File: src/rtl/cmt_pkg.sv
package cmt_pkg;

  localparam int CSR_W   = 16;
  localparam int IE_BIT  = 6;
  localparam int OVR_BIT = 14;

  typedef enum logic [1:0] {
    IDX_CSR  = 2'd0,
    IDX_CNT  = 2'd1,
    IDX_CMP  = 2'd2,
    IDX_NONE = 2'd3
  } reg_idx_e;

  // counting clock divisor per counter width
  function automatic int presc_div(input int cnt_w);
    return (cnt_w == 16) ? 512 : 8;
  endfunction

  // position of the match flag
  function automatic int flag_bit(input int cnt_w);
    return (cnt_w == 16) ? 7 : 15;
  endfunction

  // log2 of the byte stride between registers of a channel
  function automatic int addr_shift(input int cnt_w);
    return (cnt_w == 16) ? 1 : 2;
  endfunction

  // status bits that are cleared by writing zero
  function automatic logic [CSR_W-1:0] status_mask(input int cnt_w);
    return (cnt_w == 16) ? 16'h0080 : 16'hC000;
  endfunction

  // plain bits take the written value, status bits may only fall
  function automatic logic [CSR_W-1:0] csr_merge(input logic [CSR_W-1:0] old_v,
                                                 input logic [CSR_W-1:0] wr_v,
                                                 input logic [CSR_W-1:0] smask);
    return (wr_v & ~smask) | (old_v & wr_v & smask);
  endfunction

endpackage

File: src/rtl/cmt_prescaler.sv
module cmt_prescaler #(
  parameter int DIV = 8
) (
  input  logic clk,
  input  logic rst_n,
  output logic tick
);
  localparam int PW = (DIV > 1) ? $clog2(DIV) : 1;
  localparam logic [PW-1:0] LAST = PW'(DIV - 1);

  logic [PW-1:0] phase;

  always_ff @(posedge clk) begin
    if (!rst_n)             phase <= '0;
    else if (phase == LAST) phase <= '0;
    else                    phase <= phase + 1'b1;
  end

  assign tick = (phase == LAST);

  generate
    if (DIV > 1) begin : g_gap
      AST_TICK_GAP: assert property (@(posedge clk) disable iff (!rst_n)
        tick |=> !tick);
    end
  endgenerate

endmodule

File: src/rtl/cmt_counter.sv
module cmt_counter #(
  parameter int CNT_W = 32
) (
  input  logic             clk,
  input  logic             rst_n,
  input  logic             tick,
  input  logic             run,
  input  logic [CNT_W-1:0] cmp,
  input  logic             ld_req,
  input  logic [CNT_W-1:0] ld_val,
  output logic [CNT_W-1:0] cnt,
  output logic             match_evt,
  output logic             load_evt
);
  logic [1:0]       stage;
  logic [CNT_W-1:0] pend;

  function automatic logic [CNT_W-1:0] step(input logic [CNT_W-1:0] cur,
                                            input logic hit);
    return hit ? '0 : cur + 1'b1;
  endfunction

  assign load_evt  = tick && (stage == 2'd1);
  assign match_evt = tick && run && !load_evt && (cnt == cmp);

  always_ff @(posedge clk) begin
    if (!rst_n) begin
      cnt   <= '0;
      stage <= 2'd0;
      pend  <= '0;
    end else begin
      if (load_evt)         cnt <= pend;
      else if (tick && run) cnt <= step(cnt, match_evt);
      if (ld_req) begin
        pend  <= ld_val;
        stage <= 2'd2;
      end else if (tick && stage != 2'd0) begin
        stage <= stage - 2'd1;
      end
    end
  end

  AST_WRAP_ZERO: assert property (@(posedge clk) disable iff (!rst_n)
    match_evt |=> cnt == '0);
  AST_HOLD_STOPPED: assert property (@(posedge clk) disable iff (!rst_n)
    (!run && !load_evt) |=> $stable(cnt));
  AST_LOAD_VALUE: assert property (@(posedge clk) disable iff (!rst_n)
    load_evt |=> cnt == $past(pend));
  AST_NO_EARLY_LOAD: assert property (@(posedge clk) disable iff (!rst_n)
    ld_req |=> !load_evt);

endmodule

File: src/rtl/cmt_csr.sv
module cmt_csr
  import cmt_pkg::*;
#(
  parameter int CNT_W = 32
) (
  input  logic             clk,
  input  logic             rst_n,
  input  logic             wr,
  input  logic [CSR_W-1:0] wdata,
  input  logic             match_evt,
  output logic [CSR_W-1:0] csr,
  output logic             irq
);
  localparam int              FB      = flag_bit(CNT_W);
  localparam logic [CSR_W-1:0] SMASK  = status_mask(CNT_W);
  localparam bit              HAS_OVR = (CNT_W != 16);

  logic [CSR_W-1:0] base_v;
  logic [CSR_W-1:0] csr_n;

  always_comb begin
    base_v = wr ? csr_merge(csr, wdata, SMASK) : csr;
    csr_n  = base_v;
    if (match_evt) begin
      csr_n[FB] = 1'b1;
      if (HAS_OVR && base_v[FB]) csr_n[OVR_BIT] = 1'b1;
    end
  end

  always_ff @(posedge clk) begin
    if (!rst_n) csr <= '0;
    else        csr <= csr_n;
  end

  assign irq = csr[FB] & csr[IE_BIT];

  AST_MATCH_WINS: assert property (@(posedge clk) disable iff (!rst_n)
    match_evt |=> csr[FB]);
  AST_FLAG_SOURCE: assert property (@(posedge clk) disable iff (!rst_n)
    $rose(csr[FB]) |-> $past(match_evt));
  AST_ZERO_QUIETS: assert property (@(posedge clk) disable iff (!rst_n)
    (wr && wdata == '0) |=> !irq);

  generate
    if (HAS_OVR) begin : g_ovr
      AST_OVR_SET: assert property (@(posedge clk) disable iff (!rst_n)
        (match_evt && csr[FB] && !wr) |=> csr[OVR_BIT]);
    end
  endgenerate

endmodule

File: src/rtl/cmt_channel.sv
module cmt_channel
  import cmt_pkg::*;
#(
  parameter int CNT_W = 32
) (
  input  logic             clk,
  input  logic             rst_n,
  input  logic             run,
  input  logic             wr_csr,
  input  logic             wr_cnt,
  input  logic             wr_cmp,
  input  logic [31:0]      wdata,
  output logic [CSR_W-1:0] csr_q,
  output logic [CNT_W-1:0] cnt_q,
  output logic [CNT_W-1:0] cmp_q,
  output logic             irq
);
  localparam int DIV = presc_div(CNT_W);

  logic tick;
  logic match_evt;
  logic load_evt;

  cmt_prescaler #(.DIV(DIV)) u_presc (
    .clk  (clk),
    .rst_n(rst_n),
    .tick (tick)
  );

  always_ff @(posedge clk) begin
    if (!rst_n)      cmp_q <= '1;
    else if (wr_cmp) cmp_q <= wdata[CNT_W-1:0];
  end

  cmt_counter #(.CNT_W(CNT_W)) u_cnt (
    .clk      (clk),
    .rst_n    (rst_n),
    .tick     (tick),
    .run      (run),
    .cmp      (cmp_q),
    .ld_req   (wr_cnt),
    .ld_val   (wdata[CNT_W-1:0]),
    .cnt      (cnt_q),
    .match_evt(match_evt),
    .load_evt (load_evt)
  );

  cmt_csr #(.CNT_W(CNT_W)) u_csr (
    .clk      (clk),
    .rst_n    (rst_n),
    .wr       (wr_csr),
    .wdata    (wdata[CSR_W-1:0]),
    .match_evt(match_evt),
    .csr      (csr_q),
    .irq      (irq)
  );

  AST_CMP_LOAD: assert property (@(posedge clk) disable iff (!rst_n)
    wr_cmp |=> cmp_q == $past(wdata[CNT_W-1:0]));

endmodule

File: src/rtl/cmt_group.sv
module cmt_group
  import cmt_pkg::*;
#(
  parameter int NUM_CH = 3,
  parameter int CNT_W  = 32,
  parameter int ADDR_W = 8
) (
  input  logic              clk,
  input  logic              rst_n,
  input  logic              bus_valid,
  input  logic              bus_write,
  input  logic [ADDR_W-1:0] bus_addr,
  input  logic [31:0]       bus_wdata,
  output logic [31:0]       bus_rdata,
  output logic [NUM_CH-1:0] irq
);
  localparam int SH    = addr_shift(CNT_W);
  localparam int BLK_W = ADDR_W - 4;
  localparam logic [3:0] ALIGN_MASK = 4'((1 << SH) - 1);

  logic [BLK_W-1:0]  blk;
  logic [3:0]        word;
  logic              in_blk;
  reg_idx_e          idx;
  logic              glob_hit;
  logic              glob_wr;
  logic [NUM_CH-1:0] run_q;
  logic [NUM_CH-1:0] chan_hit;

  logic [CSR_W-1:0] csr_a [NUM_CH];
  logic [CNT_W-1:0] cnt_a [NUM_CH];
  logic [CNT_W-1:0] cmp_a [NUM_CH];

  assign blk      = bus_addr[ADDR_W-1:4];
  assign word     = bus_addr[3:0] >> SH;
  assign in_blk   = ((bus_addr[3:0] & ALIGN_MASK) == 4'd0) && (word < 4'd3);
  assign idx      = in_blk ? reg_idx_e'(word[1:0]) : IDX_NONE;
  assign glob_hit = (blk == '0) && (bus_addr[3:0] == 4'd0);
  assign glob_wr  = bus_valid && bus_write && glob_hit;

  always_ff @(posedge clk) begin
    if (!rst_n)       run_q <= '0;
    else if (glob_wr) run_q <= bus_wdata[NUM_CH-1:0];
  end

  generate
    for (genvar c = 0; c < NUM_CH; c++) begin : g_ch
      logic sel_wr;
      assign chan_hit[c] = (blk == BLK_W'(c + 1));
      assign sel_wr      = bus_valid && bus_write && chan_hit[c];

      cmt_channel #(.CNT_W(CNT_W)) u_chan (
        .clk   (clk),
        .rst_n (rst_n),
        .run   (run_q[c]),
        .wr_csr(sel_wr && idx == IDX_CSR),
        .wr_cnt(sel_wr && idx == IDX_CNT),
        .wr_cmp(sel_wr && idx == IDX_CMP),
        .wdata (bus_wdata),
        .csr_q (csr_a[c]),
        .cnt_q (cnt_a[c]),
        .cmp_q (cmp_a[c]),
        .irq   (irq[c])
      );
    end
  endgenerate

  logic [31:0] rd_val;

  always_comb begin
    rd_val = '0;
    if (glob_hit) rd_val[NUM_CH-1:0] = run_q;
    for (int c = 0; c < NUM_CH; c++) begin
      if (chan_hit[c]) begin
        case (idx)
          IDX_CSR: rd_val = {{(32-CSR_W){1'b0}}, csr_a[c]};
          IDX_CNT: rd_val = 32'(cnt_a[c]);
          IDX_CMP: rd_val = 32'(cmp_a[c]);
          default: rd_val = '0;
        endcase
      end
    end
  end

  always_ff @(posedge clk) begin
    if (!rst_n)                       bus_rdata <= '0;
    else if (bus_valid && !bus_write) bus_rdata <= rd_val;
  end

  AST_RUN_WRITE: assert property (@(posedge clk) disable iff (!rst_n)
    glob_wr |=> run_q == $past(bus_wdata[NUM_CH-1:0]));
  AST_RDATA_HOLD: assert property (@(posedge clk) disable iff (!rst_n)
    !(bus_valid && !bus_write) |=> $stable(bus_rdata));

endmodule

File: config.mk
export PLATFORM = sky130hd
export DESIGN_NAME = cmt_group
export DESIGN_NICKNAME = d
export VERILOG_FILES = /design/src/rtl/cmt_pkg.sv /design/src/rtl/cmt_prescaler.sv /design/src/rtl/cmt_counter.sv /design/src/rtl/cmt_csr.sv /design/src/rtl/cmt_channel.sv /design/src/rtl/cmt_group.sv
export SDC_FILE = /design/constraint.sdc
export NUM_CORES = 1
export LEC_CHECK = 0
export BUFFER_PORTS_ARGS = -buffer_cell sky130_fd_sc_hd__buf_4
export CORE_UTILIZATION = 60
export CTS_CLUSTER_DIAMETER = 50
export DETAILED_ROUTE_END_ITERATION = 8
export PLACE_DENSITY_LB_ADDON = 0.05
export SYNTH_ARGS = -nofsm -noshare
export SYNTH_HDL_FRONTEND = slang
export SYNTH_SLANG_ARGS = --single-unit
File: constraint.sdc
create_clock -name clk -period 6.9 [get_ports clk]
set_clock_uncertainty 0.2 [all_clocks]
set_input_delay 0.69 -clock clk [delete_from_list [all_inputs] [get_ports clk]]
set_output_delay 0.69 -clock clk [all_outputs]
set_load 0.02 [all_outputs]
==> impl_metrics.py <==
metrics = {
    "status": {
        "status": "finished, violations left",
        "violations": "DRC",
    },
    "drt": {
        "wl_um": 68100,
        "vias_per_cell": 6.74,
        "vias": 18300,
        "remaining_drc_errors": 25,
        "drt_iter0_markers": 2476,
        "ant_nets": 0,
        "dr.pass1.iters": 9,
        "wl_per_cell_um": 25.0,
    },
    "timing": {
        "fin_tns_setup_ns": 0,
        "slew_violations": 0,
        "slew_headroom_pct": 17.0,
        "finalSetupViolCount": 0,
        "fin_ws_ns": 3.31,
        "min_period_over_period_pct": 52.1,
        "clock.fmax_ghz": 0.278,
        "hold_viol_final": 0,
        "fin_crit_ns": 3.59,
        "rsz0062_at_grt": "no",
        "worst_slew_pin_slew_ns": 1.24,
    },
    "power": {
        "finalPower_mw": 4.97,
        "leakage_nw": 7.22,
        "peakVddDrop_v": 0.000232,
        "p_per_area_nw_per_um2": 241,
    },
    "worst_setup_path": {
        "timing.rr.start": "g_ch[0].u_chan.u_presc.phase[0]",
        "crit_type": "flop to flop",
        "crit_slowest_cell": "nor2_1",
        "cp_top_family": "simple AND/OR/NAND/NOR gates",
        "crit_path_max_fanout": 18,
        "crit_start": "g_ch[0].u_chan.u_presc.phase[0]",
        "reg2regPathDepth": 6,
        "worstSetupEndpointType": "flop",
        "cpPeakStageDelay_ns": 0.87,
        "worstPathRequired_ns": 7.12,
        "crit_chain": "ha_1 > ha_1 > nand3b_1 > nor2_1 > nand2_1 > o311ai_0",
        "startpoint_type": "flop",
        "path_buf_inv": 0,
        "worst-path-stages": 6,
        "cpMostUsedCell": "ha_1",
        "cp.arrival_ns": 3.81,
    },
    "synthesis": {
        "synth_ff_type": "dfxtp_1",
        "synth.cell_area_um2": 18700,
        "synth_area_leaders": "dfxtp_1 41%, nand2_1 12%, xnor2_1 5.4%, a21oi_1 5.1%, nand3_1 4.3%",
        "synth_cell_types": 69,
        "synth_top_area_share_pct": 41.3,
        "yosysWarnings": 0,
        "async_flop_share_pct": 0,
        "synth_edf_count": 0,
        "synth_area_per_cell_um2": 7.86,
        "seq_area_frac_synth_pct": 41.3,
        "syn_nets": 2439,
        "synth_seq_cells": 386,
        "synth_top_cell_by_area": "dfxtp_1",
        "syn-instance-count": 2380,
    },
    "floorplanning": {
        "core_area_um2": 30700,
        "dieArea_um2": 31900,
        "start_util_pct": 61.0,
        "io_pins": 79,
        "die_x_um": 179,
        "dieHeight_um": 179,
        "rows": 64,
    },
    "clocking": {
        "cts_tree": "built",
        "postCtsHoldBufs": 0,
        "cts_setup_buffers": 0,
        "insertion_delay_ns": 0.55,
        "cts_buffers": 44,
        "cts_sinks": 386,
        "clockBufferDepth": 3,
        "root_buffer": "clkbuf_16",
        "cts_resized": 0,
        "clkTransAtPathRegs_ns": 0.06,
        "htree_num_levels": 2,
    },
    "run": {
        "max-cap-violations": 0,
    },
    "place": {
        "gp_congestion": 0.942,
        "dp_hpwl_um": 45100,
        "post_dp_cell_area_um2": 19000,
        "dp_slack_ns": 2.98,
        "port-buffer-count": 78,
    },
    "hold_path": {
        "holdPathStages": 1,
        "worstHoldStart": "g_ch[2].u_chan.u_presc.phase[0]",
        "hold_path.class": "flop to flop",
    },
    "global_route": {
        "grt_max_degree": 79,
        "grt_pass1_wl_um": 100000,
        "grt_overflow": 0,
        "grt_pass1_vias": 16400,
        "globalRouteTotalUtil_pct": 42.0,
        "antenna_found_initial": 2,
    },
    "cells_and_area": {
        "drive_above_1_share_pct": 9.00,
        "final_nets": 2350,
        "layout.core_utilization_pct": 67.1,
        "layout_common_cells": "586 x nand2_1, 386 x dfxtp_1, 189 x a21oi_1, 161 x nand3_1, 115 x xnor2_1",
        "syn2layout_area_growth_pct": 9.93,
        "fillers": 2670,
        "final_common_cell": "nand2_1",
        "multi_input_area_um2": 9910,
        "regArea_um2": 7730,
        "finalInstanceArea_um2": 20600,
        "insertedDiodeCount": 0,
    },
}
[worst paths after layout]
path                            slack (ns)                         endpoint
worst min-delay path                  0.22  g_ch[2].u_chan.u_presc.phase[0]
worst max register to register        3.31     g_ch[0].u_chan.u_cnt.cnt[27]
worst min register to register        0.22  g_ch[2].u_chan.u_presc.phase[0]
worst max-delay path                  3.31     g_ch[0].u_chan.u_cnt.cnt[27]
[worst reg2reg max path, delay by kind of cell, from the launching register on]
family	cells	cell delay [ns]
flip-flops	1	0.33
AND/OR/NAND/NOR	3	1.97
AO/OA/AOI/OAI	1	0.54
adder cells (fa/ha/maj)	2	0.44
[sequential cells by signal, summed over array words and instances, names as in the netlist]
name and cells:
run_q 3, g_ch.u_chan.cmp_q 96, bus_rdata 32, g_ch.u_chan.u_presc.phase 9, g_ch.u_chan.u_cnt.cnt 96, g_ch.u_chan.u_cnt.pend 96
g_ch.u_chan.u_cnt.stage 6, g_ch.u_chan.u_csr.csr 48
[cell usage after synthesis (10+ instances only)]
| cell type | instances |
|---|---|
| xnor2_1 | 115 |
| and4_1 | 10 |
| xor2_1 | 32 |
| o211ai_1 | 20 |
| a22oi_1 | 98 |
| o21ai_1 | 12 |
| a21oi_1 | 189 |
| nand3_1 | 161 |
| a221oi_1 | 15 |
| nand2_1 | 586 |
| nor2_1 | 56 |
| buf_2 | 49 |
| a22o_1 | 14 |
| and2_1 | 25 |
| o21ai_0 | 23 |
| nand4_1 | 47 |
| nor4_1 | 10 |
| nor3_1 | 32 |
| dfxtp_1 | 386 |
| clkbuf_1 | 172 |
| a222oi_1 | 28 |
| o22ai_1 | 82 |
| and3_1 | 25 |
| a221o_1 | 32 |
| inv_1 | 21 |
| ha_1 | 15 |
[report_power, final]
part / internal [mW] / switching, mW / total, mW
sequential: 2.24 / 0.00359 / 2.24
combinational: 0.0505 / 0.164 / 0.215
clock: 1.54 / 0.968 / 2.51
[stage by stage]
stage / hold slack, ns / instances
2_1_floorplan: 0.198 / 2380
3_5_place_dp: 0.216 / 2641
3_3_place_gp: 0.209 / 2641
5_1_grt: 0.252 / 2719
4_1_cts: 0.226 / 2719
6_report: 0.220 / 2719
[logic make-up after synthesis]
| family | share of synthesized area, % |
|---|---|
| AOI/OAI and AO/OA | 20.3 |
| and+or+nand+nor | 24.6 |
| buffers and inverters | 5.89 |
| xor gates and xnor gates | 6.88 |
| adders and majority gates | 1.00 |
| DFF | 41.3 |
[metal layers]
metal  vias to the layer above  global-route usage, %  share of wire (%)
li1                       8244                      -                  -
met1                      8737                   53.2                 38
met2                      1082                   64.5                 43
met3                       270                   9.14                 11
met4                         4                   26.5                7.3
met5                         -                      0              0.025
[area by class of cell]
class | instances | area share, %
flip-flops and latches | 386 | 37.6
repair buffers | 106 | 3.87
multi-input cells | 1732 | 48.2
clock buffers | 60 | 6.33
inverters | 21 | 0.408
well taps | 396 | 2.41
clock inverters | 18 | 1.25
No activity file was read; power rests on OpenSTA's default activity.
